**src/rtl/dbgcs_pkg.sv**
```systemverilog
package dbgcs_pkg;
    localparam int REG_W      = 32;
    localparam int SYNC_DEPTH = 2;
    localparam int B_ORUN_EN  = 0;
    localparam int B_ORUN     = 1;
    localparam int B_ERR      = 5;
    localparam int B_DREQ     = 28;
    localparam int B_DACK     = 29;
    localparam int B_SREQ     = 30;
    localparam int B_SACK     = 31;
    localparam logic [REG_W-1:0] USED_MASK =
        (REG_W'(1) << B_ORUN_EN) | (REG_W'(1) << B_ORUN) | (REG_W'(1) << B_ERR) |
        (REG_W'(1) << B_DREQ)    | (REG_W'(1) << B_DACK) |
        (REG_W'(1) << B_SREQ)    | (REG_W'(1) << B_SACK);

    typedef struct packed {
        logic orun_en;
        logic orun;
        logic err;
        logic dbg_req;
        logic sys_req;
    } csr_t;
endpackage

```
**src/rtl/dbgcs_ack_sync.sv**
```systemverilog
module dbgcs_ack_sync #(
    parameter int WIDTH  = 2,
    parameter int STAGES = 2
) (
    input  logic             clk,
    input  logic             rst_n,
    input  logic [WIDTH-1:0] async_in,
    output logic [WIDTH-1:0] sync_out
);
    localparam int LAST = STAGES - 1;

    for (genvar g = 0; g < WIDTH; g++) begin : g_bit
        logic [STAGES-1:0] sh_d, sh_q;

        if (STAGES == 1) begin : g_one
            always_comb sh_d = async_in[g];
        end else begin : g_many
            always_comb sh_d = {sh_q[STAGES-2:0], async_in[g]};
        end

        always_ff @(posedge clk) begin
            if (!rst_n) sh_q <= '0;
            else        sh_q <= sh_d;
        end

        assign sync_out[g] = sh_q[LAST];
    end
endmodule

```
**src/rtl/dbgcs_ap_tracker.sv**
```systemverilog
module dbgcs_ap_tracker (
    input  logic clk,
    input  logic rst_n,
    input  logic start,
    input  logic done,
    input  logic detect_en,
    input  logic blocked,
    output logic issue,
    output logic overrun,
    output logic busy
);
    logic busy_d, busy_q;
    logic collide;

    always_comb begin
        collide = start && busy_q && !done;
        overrun = !blocked && detect_en && collide;
        issue   = start && !blocked && !overrun;
        busy_d  = busy_q;
        if (done)  busy_d = 1'b0;
        if (issue) busy_d = 1'b1;
    end

    always_ff @(posedge clk) begin
        if (!rst_n) busy_q <= 1'b0;
        else        busy_q <= busy_d;
    end

    assign busy = busy_q;
endmodule

```
**src/rtl/dbg_ctrlstat.sv**
```systemverilog
module dbg_ctrlstat
    import dbgcs_pkg::*;
(
    input  logic             clk,
    input  logic             rst_n,
    input  logic             reg_wr,
    input  logic [REG_W-1:0] reg_wdata,
    output logic [REG_W-1:0] reg_rdata,
    input  logic             ap_start,
    input  logic             ap_done,
    output logic             ap_issue,
    output logic             ap_block,
    input  logic             bus_fault,
    input  logic             dbg_pwr_ack,
    input  logic             sys_pwr_ack,
    output logic             dbg_pwr_req,
    output logic             sys_pwr_req
);
    csr_t csr_d, csr_q;
    logic [1:0] ack_sync;
    logic       overrun_evt;
    logic       ap_busy;
    logic       unused_wdata;

    assign unused_wdata = ^(reg_wdata & ~USED_MASK) ^ reg_wdata[B_DACK] ^ reg_wdata[B_SACK];

    dbgcs_ack_sync #(.WIDTH(2), .STAGES(SYNC_DEPTH)) u_sync (
        .clk      (clk),
        .rst_n    (rst_n),
        .async_in ({sys_pwr_ack, dbg_pwr_ack}),
        .sync_out (ack_sync)
    );

    assign ap_block = csr_q.orun || csr_q.err;

    dbgcs_ap_tracker u_trk (
        .clk       (clk),
        .rst_n     (rst_n),
        .start     (ap_start),
        .done      (ap_done),
        .detect_en (csr_q.orun_en),
        .blocked   (ap_block),
        .issue     (ap_issue),
        .overrun   (overrun_evt),
        .busy      (ap_busy)
    );

    always_comb begin
        csr_d = csr_q;
        if (reg_wr) begin
            csr_d.orun_en = reg_wdata[B_ORUN_EN];
            csr_d.dbg_req = reg_wdata[B_DREQ];
            csr_d.sys_req = reg_wdata[B_SREQ];
            if (reg_wdata[B_ORUN]) csr_d.orun = 1'b0;
            if (reg_wdata[B_ERR])  csr_d.err  = 1'b0;
        end
        if (overrun_evt) csr_d.orun = 1'b1;
        if (bus_fault)   csr_d.err  = 1'b1;
    end

    always_ff @(posedge clk) begin
        if (!rst_n) csr_q <= '0;
        else        csr_q <= csr_d;
    end

    always_comb begin
        reg_rdata            = '0;
        reg_rdata[B_ORUN_EN] = csr_q.orun_en;
        reg_rdata[B_ORUN]    = csr_q.orun;
        reg_rdata[B_ERR]     = csr_q.err;
        reg_rdata[B_DREQ]    = csr_q.dbg_req;
        reg_rdata[B_DACK]    = ack_sync[0];
        reg_rdata[B_SREQ]    = csr_q.sys_req;
        reg_rdata[B_SACK]    = ack_sync[1];
    end

    assign dbg_pwr_req = csr_q.dbg_req;
    assign sys_pwr_req = csr_q.sys_req;
endmodule

```
**config.mk**
```make
export PLATFORM = sky130hd
export DESIGN_NAME = dbg_ctrlstat
export DESIGN_NICKNAME = d
export VERILOG_FILES = /design/src/rtl/dbgcs_pkg.sv /design/src/rtl/dbgcs_ack_sync.sv /design/src/rtl/dbgcs_ap_tracker.sv /design/src/rtl/dbg_ctrlstat.sv
export SDC_FILE = /design/constraint.sdc
export NUM_CORES = 1
export LEC_CHECK = 0
export BUFFER_PORTS_ARGS = -buffer_cell sky130_fd_sc_hd__buf_4
export CAP_MARGIN = 20
export CORE_AREA = 2 2 49 51
export CTS_CLUSTER_DIAMETER = 100
export CTS_CLUSTER_SIZE = 14
export DETAILED_ROUTE_END_ITERATION = 7
export DIE_AREA = 0 0 51 53
export PLACE_DENSITY = 0.71
export REMOVE_ABC_BUFFERS = 1
export SYNTH_ARGS = -nofsm -noshare
export SYNTH_HDL_FRONTEND = slang
export SYNTH_SLANG_ARGS = --single-unit
```
**constraint.sdc**
```tcl
create_clock -name clk -period 0.98 [get_ports clk]
set_input_delay 0.196 -clock clk [delete_from_list [all_inputs] [get_ports clk]]
set_output_delay 0.196 -clock clk [all_outputs]
set_load 0.02 [all_outputs]
```
---- Word-level counts from Yosys, hierarchy flattened ----
Index checks and enable logic that the tools add are counted.
storage, ports and cells
  memories ................................ 0
  bits in latches ......................... 0
  RAM bits ................................ 0
  bits in registers ....................... 10
  memory bits (read-only) ................. 0
  input bits .............................. 40
operators by class
  reduce and logical (&&, ||, !) cells .... 17
  add/sub/neg operators ................... 0
  $lt $le $gt $ge ......................... 0
  shift-type cells ........................ 0
  mux-type cells .......................... 7
  multiply operators ...................... 0
  divide/modulo/power cells ............... 0
  equality and inequality tests ........... 0
  bitwise logic cells ..................... 0
operator list
  kind                 number
  $reduce_bool A2 Y1   5
  $logic_and A1 B1 Y1  6
  $mux W1              6
  $mux W4              1
  $reduce_and A2 Y1    2
  $logic_not A1 Y1     3
  $logic_or A1 B1 Y1   1

---- Longest topological paths before layout ----
Gate-level depths: netlist of the first run.
  depth in word-level cells ............... 7
  depth in mapped cells ................... 2
  mapped depth without buffers ............ 2

---- Hierarchy ----
A second synthesis of the first run with hierarchy kept.
unflattened totals
  cell total of the unflattened synthesis .. 64
  area total of the unflattened synthesis .. 589.3 sq um
by module, submodules not included
  module            times used  cells each  area each (sq um)  seq. area each (sq um)
  dbg_ctrlstat      1           47          402.9              100.1
  dbgcs_ack_sync    1           10          120.1              80.1
  dbgcs_ap_tracker  1           7           66.3               20.0

---- Worst setup path after synthesis of the first run ----
Ideal clock, no wire load.
  path type ............................... register to output
  start point ............................. register csr_q, in the netlist reg_rdata[1]
  end point ............................... output ap_issue
  stages on the path, launching flop included .. 3
  buffers on the path ..................... 0
  path slack .............................. -0.391 ns
  required time ........................... 0.784 ns
  data arrival time ....................... 1.175 ns
  cell sequence ........................... dfxtp_1 -> or3b_4 -> a31oi_1
between the ends
  longest elaborated chain between the ends .. 6
  elaborated cells on any way between the ends .. 7
  those cells by class .................... reduce/logical: 7
RTL lines
  what                              line                                            source
  start, declared                   dbg_ctrlstat.sv:19                              csr_t csr_d, csr_q;
  start signal, assigned            dbg_ctrlstat.sv:63                              else csr_q <= csr_d;
  $logic_or A1 B1 Y1 *              dbg_ctrlstat.sv:34                              assign ap_block = csr_q.orun || csr_q.err;
  $logic_not A1 Y1 *                dbgcs_ap_tracker.sv:17, dbgcs_ap_tracker.sv:18
  $logic_and A1 B1 Y1 (2 in a row)  dbgcs_ap_tracker.sv:17                          overrun = !blocked && detect_en && collide;
  $logic_not A1 Y1                  dbgcs_ap_tracker.sv:18                          issue = start && !blocked && !overrun;
  $logic_and A1 B1 Y1 *             dbgcs_ap_tracker.sv:18
  end, declared                     dbg_ctrlstat.sv:11                              output logic ap_issue,
Every way passes the cells marked *; elsewhere a longest branch is shown, timed or not.

---- Final worst setup path of the first run ----
  start point ............................. register csr_q, in the netlist reg_rdata[5]
  end point ............................... output ap_issue
The elaborated chain is that of the path after synthesis.

==> results of run 1 <==
-- metrics by stage --
stage / util (%) / TNS, ns / cell area [um2] / power (mW)
6_report: 34.42 / -0.9043 / 739.5 / 0.9621
5_1_grt: 34.42 / -1.163 / 739.5 / 1.023
4_1_cts: 33.90 / -0.9633 / 728.2 / 0.9759
3_5_place_dp: 31.28 / -0.2922 / 671.9 / 0.6904
3_3_place_gp: 31.28 / -0.2705 / 671.9 / 0.6872
2_1_floorplan: - / -0.3914 / 449.2 / 0.5970
-- per-layer routing --
layer	part of all wire, %	vias to the layer above	global-route usage (%)
met5	0	-	0
met4	0	0	4.054
met3	13	0	2.825
met2	50	31	12.34
met1	37	182	8.233
li1	-	192	-
-- path summary, 6_finish.rpt --
check                                          endpoint  depth (start not counted)
worst min register to register  u_sync.g_bit[1].sh_q[1]                          1
worst max-delay path                           ap_issue                          3
worst max register to register               u_trk.busy                          3
worst min-delay path                       reg_rdata[5]                          2
-- layout by cell type (no fill, tap or decap) --
cell,count
conb_1,25
buf_4,21
dfxtp_2,5
buf_6,5
dfxtp_1,5
and2_1,4
mux2i_1,3
nor2b_1,3
clkbuf_4,3
a21boi_0,2
inv_1,1
or3b_4,1
a31oi_1,1
nand2b_1,1
a21boi_2,1
o21a_1,1
nand4b_1,1
o2bb2ai_2,1
or2_4,1
-- final cells by class --
type | instances | area [um2] | share of cell area (%)
Timing Repair Buffer | 26 | 214.0 | 28.93
Multi-Input combinational cell | 45 | 257.7 | 34.86
Clock buffer | 3 | 22.52 | 3.046
Inverter | 1 | 3.754 | 0.5076
Tap cell | 28 | 35.03 | 4.738
Sequential cell | 10 | 206.4 | 27.92
-- where the power goes --
part / leakage, nW / internal, mW / total (mW) / switching (mW)
clock network: 0.0138 / 0.141 / 0.263 / 0.122
logic: 0.280 / 0.101 / 0.257 / 0.157
registers: 0.0844 / 0.430 / 0.441 / 0.0116
total: 0.378 / 0.671 / 0.962 / 0.291
-- logic make-up after synthesis --
logic type,count (synthesis)
AND/OR/NAND/NOR,11
buffers and inverters,32
other,1
multiplexers,3
AO/OA/AOI/OAI,6
flip-flops,10
-- flip-flops by register name (all words and copies together), names as in the netlist --
register	cells
dbg_pwr_req	1
u_sync.g_bit.sh_q	4
sys_pwr_req	1
u_trk.busy	1
reg_rdata	3
-- repair_timing --
| action | in CTS | in global routing |
|---|---|---|
| setup buffers | 1 | 0 |
| setup endpoints to repair | 6 | 9 |
| gates cloned | 0 | 0 |
| pin swaps | 2 | 0 |
| gates resized for setup | 10 | 3 |
==> impl_results.md, run 1 <==
- Outcome: complete, but fails checks
- Width of the die: 51 um
- Mux share of post-synthesis cell area: 5.106%
- Vias per Instance: 3.584
- Hpwl dp: 759 um
- Initial antenna violation count: 0
- Worst vdd ir: 0.0005111 V
- Static Leakage: 0.3785 nW
- Max cap viols: 0
- Cell taking the most area after synthesis: buf_4
- Library cells used by synthesis: 17
- CP arrival: 1.27 ns
- Xor/xnor cell area share of the yosys netlist: 0%
- Final WS setup: -0.4839 ns
- Final nets: 127
- Crit path from: reg_rdata[5]
- Final period utilization: 149.4%
- Clk slew on worst S/H paths: 0.06 ns
- Non-Filler Instances: 113
- Kind of critical path: register to output pin
- Post-synthesis compound-gate area fraction: 7.660%
- Sequential area share after synthesis: 34.04%
- Top post-synthesis cells by area: buf_4, dfxtp_1, mux2i_1
- Share of cells above drive strength 1: 44.71%
- Die Footprint: 2703 um2
- Buf/Inv on CP: 1
- RSZ-0062 raised after global routing: yes
- Max clock buf depth: 2
- Start of the worst register-to-register path: reg_rdata[5]
- Synth cell count leaders: buf_4, dfxtp_1, and2_1
- Antenna-violating nets left: 0
- Placed insts: 109
- # fillers: 231
- CTS Sinks: 10
- Initial Utilization: 27.37%
- Starting DRT DRC Count: 2
- Crit path capture type: output pin
- Max Slew Vio Count: 0
- CP Launch Type: register
- PD cells: 1301 nW/um2
- Post-route DRC: 0
- Routability cong.: 0.6388
- Worst path slowest cell: or3b_4
- Yosys top cell area share: 38.30%
- Largest net degree at the start of global routing: 12
- Hold slack final: 0.1479 ns
- Failing checks: setup timing
- Hold Path Class: primary input to register
- Core ar.: 2148 um2
- Most frequent cell after synthesis: buf_4
- #FFs+latches synth: 10
- Final wirelength: 952 um
- Most used DFF post-synth: dfxtp_1
- Pre-CTS setup slack: -0.2187 ns
- GRT Residual Overflow: 0
- IO Pins: 76
- Layout area overhead: 25.74%
- CP delay by family, top: simple AND/OR/NAND/NOR gates
- GRT Overall Usage: 7.456%
- Hold-fix buffers, CTS: 0
- Async S/R FF share, synth: 0%
- Clock latency on the worst-skew pair: 0.25 ns
- Total number of vias: 405
- Simple-gate share of the synthesized area: 12.98%
- Largest family of logic cells by synthesized area: buffers and inverters
- Row count: 17
- Critical Path Fanout Max: 2
- Reg2reg setup slack: -0.05 ns
- DR pass1 iterations: 2
- Vias in the first global route: 331
- Final Hold Viols: 0
- Hold path start: bus_fault
- CTS tree: yes
- Required @ worst endpoint: 0.78 ns
- Synth warn: 0
- Fmax: 683.1 MHz
- Synth Cell Area: 588.1 um2
- Fin crit period: 1.464 ns
- Worst Skew: 0.0001590 ns
- WL per Instance: 8.425 um
- Avg Inst Size Synth: 9.334 um2
- Num CTS Buffers: 3
- CTS Root Cell: clkbuf_4
- Adder-Cell Fraction of Synth Area: 0%
- EDFF count, synth: 0
- First-pass GRT wire length: 1400 um
- Post-Synthesis Cells: 63
- Die Ht: 53 um
- Worst path cell trace: or3b_4, a31oi_1, buf_4
- CP peak stage delay: 0.39 ns
- Final setup fails: 6
- PortBufs: 23
- H-tree depth: 1
- Antenna Cells: 0
Note: power is estimated with default switching activity, not from simulation.
==> run 2: changes to the inputs <==
--- a/config.mk
+++ b/config.mk
@@ -5,6 +5,7 @@
 export SDC_FILE = /design/constraint.sdc
 export NUM_CORES = 1
 export LEC_CHECK = 0
+export ABC_AREA = 1
 export BUFFER_PORTS_ARGS = -buffer_cell sky130_fd_sc_hd__buf_4
 export CAP_MARGIN = 20
 export CORE_AREA = 2 2 49 51
==> impl_results.md, run 2 <==
- GRT Overall Usage: 7.827%
- Gate power share: 25.6%
- TNS Setup: -0.7199 ns
- CP arrival: 1.07 ns
- Static Leakage: 0.4435 nW
- Worst path cell trace: nor2_4, nand2_2, nor2_2, nor2_1, buf_4
- Clk slew on worst S/H paths: 0.07 ns
- Worst Hold Path EP: u_sync.g_bit[1].sh_q[0]
- Final setup fails: 5
- Vias in the first global route: 363
- Placed insts: 124
- Width of the die: 51 um
- EDFF count, synth: 0
- Outcome: complete, but fails checks
- Cell taking the most area after synthesis: buf_4
- Fin crit period: 1.266 ns
- Routability cong.: 0.6971
- CP peak stage delay: 0.34 ns
- Non-Filler Instances: 131
- Failing checks: setup timing
- Die Ht: 53 um
- Library cells used by synthesis: 13
- First-pass GRT wire length: 1483 um
- Hold path start: sys_pwr_ack
- Synth Cell Area: 588.1 um2
- Kind of critical path: register to output pin
- Most flops, register: u_sync.g_bit.sh_q
- Buf/Inv on CP: 1
- RSZ-0062 raised after global routing: yes
- Worst vdd ir: 0.001219 V
- Worst hold path cell count: 3
- Final period utilization: 129.2%
- Initial Utilization: 27.37%
- PortBufs: 23
- Crit path capture type: output pin
- Final core occ: 36.58%
- Die Footprint: 2703 um2
- Clock latency on the worst-skew pair: 0.26 ns
- Synth warn: 0
- Most frequent cell after synthesis: buf_4
- Row count: 17
- Layout area overhead: 33.62%
- IO Pins: 76
- Worst reg2reg path endpoint: reg_rdata[1]
- GRT Residual Overflow: 0
- CP delay by family, top: flip-flops
- Critical Path Fanout Max: 3
- Most used DFF post-synth: dfxtp_1
- Avg Inst Size Synth: 7.841 um2
- Required @ worst endpoint: 0.78 ns
- Start of the worst register-to-register path: reg_rdata[1]
- CTS tree: yes
- Worst Skew: 0.004084 ns
- WL per Instance: 7.901 um
- Max clock buf depth: 2
- PD cells: 1388 nW/um2
- Async S/R FF share, synth: 0%
- Leading cell type in the layout, fill and taps excluded: conb_1
- Starting DRT DRC Count: 1
- CTS Root Cell: clkbuf_4
- Post-route DRC: 0
- Final Hold Viols: 0
- Sequential Power Share: 40.9%
- Antenna-violating nets left: 0
- Internal power: 0.7617 mW
- Synth cell count leaders: buf_4, dfxtp_1, nor2_1
- Crit path from: reg_rdata[1]
- Total number of vias: 452
- Core ar.: 2148 um2
- R2R depth: 6
- Fmax: 789.8 MHz
- #FFs+latches synth: 10
- Final WS setup: -0.2861 ns
- Final wirelength: 1035 um
- Num CTS Buffers: 3
- Antenna Cells: 0
- Worst path slowest cell: dfxtp_2
- Top post-synthesis cells by area: buf_4, dfxtp_1, nor2_1
- Largest net degree at the start of global routing: 9
- Max Slew Vio Count: 0
- H-tree depth: 1
- DR pass1 iterations: 2
- Sequential area share after synthesis: 34.04%
- Clock share of power: 33.4%
- Most frequent cells in the layout: conb_1, buf_4, nor2_1, nand2_1, buf_6
- Final nets: 144
- Hpwl dp: 818.5 um
- Switch share: 30.18%
- Hold-fix buffers, CTS: 0
- Share of cells above drive strength 1: 44.66%
- # fillers: 238
- Vias per Instance: 3.450
- Switching power: 0.3293 mW
- Power Total: 1.091 mW
- Hold Path Class: primary input to register
- Post-Synthesis Cells: 75
- Initial antenna violation count: 0
- Max reg flops: 4
- Reg2reg setup slack: 0.09 ns
- CP Launch Type: register
- Yosys top cell area share: 38.30%
- CTS Sinks: 10
- Max cap viols: 0
run 2: cell types whose count changed after synthesis, sizes merged, moves of 2 or more:
cell,before,now
nand2,0,7
a21oi,0,2
mux2i,3,0
and2,4,0
a21boi,3,1
nor2,0,12
o21ai,0,3
nor2b,3,0
inv,1,8
run 2: cell type report:
class | count | area [um2] | share of cell area (%)
clock buffers | 4 | 36.28 | 4.618
multi-input cells | 51 | 227.7 | 28.98
repair buffers | 30 | 247.7 | 31.53
well taps | 28 | 35.03 | 4.459
inverters | 8 | 30.03 | 3.822
flip-flops and latches | 10 | 209.0 | 26.59
run 2: cells by family after synthesis:
| logic type | Yosys count | synth area share, % |
|---|---|---|
| DFF | 10 | 34.04 |
| buffers and inverters | 38 | 43.41 |
| other | 1 | 0.6377 |
| and+or+nand+nor | 20 | 16.38 |
| AOI/OAI and AO/OA | 6 | 5.532 |
run 2: layer usage:
layer / vias to the layer above / share of wire, % / global-route usage, %
met3: 0 / 15 / 5.085
met4: 0 / 0 / 2.703
met5: - / 0 / 0
li1: 227 / - / -
met2: 38 / 50 / 13.85
met1: 187 / 34 / 7.229
run 2: worst max-delay path by stage:
stage               endpoint  slack (ns)  cells past startpoint
CTS                 ap_issue       -0.31                      5
floorplan           ap_issue       -0.14                      4
finish              ap_issue       -0.29                      5
detailed placement  ap_issue       -0.03                      5
global route        ap_issue       -0.36                      5
global placement    ap_issue       -0.01                      5
run 2: repair_timing:
| action | CTS | global route |
|---|---|---|
| resized for setup | 12 | 4 |
| endpoints found under the setup margin | 8 | 8 |
| setup buffers | 1 | 4 |
run 2: worst register-to-register path: stages (launching register included):
cell and delay (ns):
dfxtp_2 0.34, nor2_4 0.11, nand2_2 0.07, nor2_2 0.10
buf_4 0.11, nor2_1 0.03, nor2_1 0.07
run 2: power by group through the flow:
stage,Sequential [mW],Clock [mW],Combinational (mW)
detailed placement,0.453,0,0.254
global placement,0.451,0,0.251
global route,0.448,0.405,0.304
floorplan,0.478,0,0.127
CTS,0.447,0.381,0.271
finish,0.446,0.365,0.280
run 2: per-stage QoR:
stage	setup WS [ns]	hold slack, ns	cell area [um2]
6_report	-0.2861	0.1104	785.8
5_1_grt	-0.3594	0.1057	785.8
4_1_cts	-0.3148	0.1019	763.2
3_5_place_dp	-0.02592	0.3834	690.7
3_3_place_gp	-0.01288	0.3854	690.7
2_1_floorplan	-0.1362	0.2895	452.9
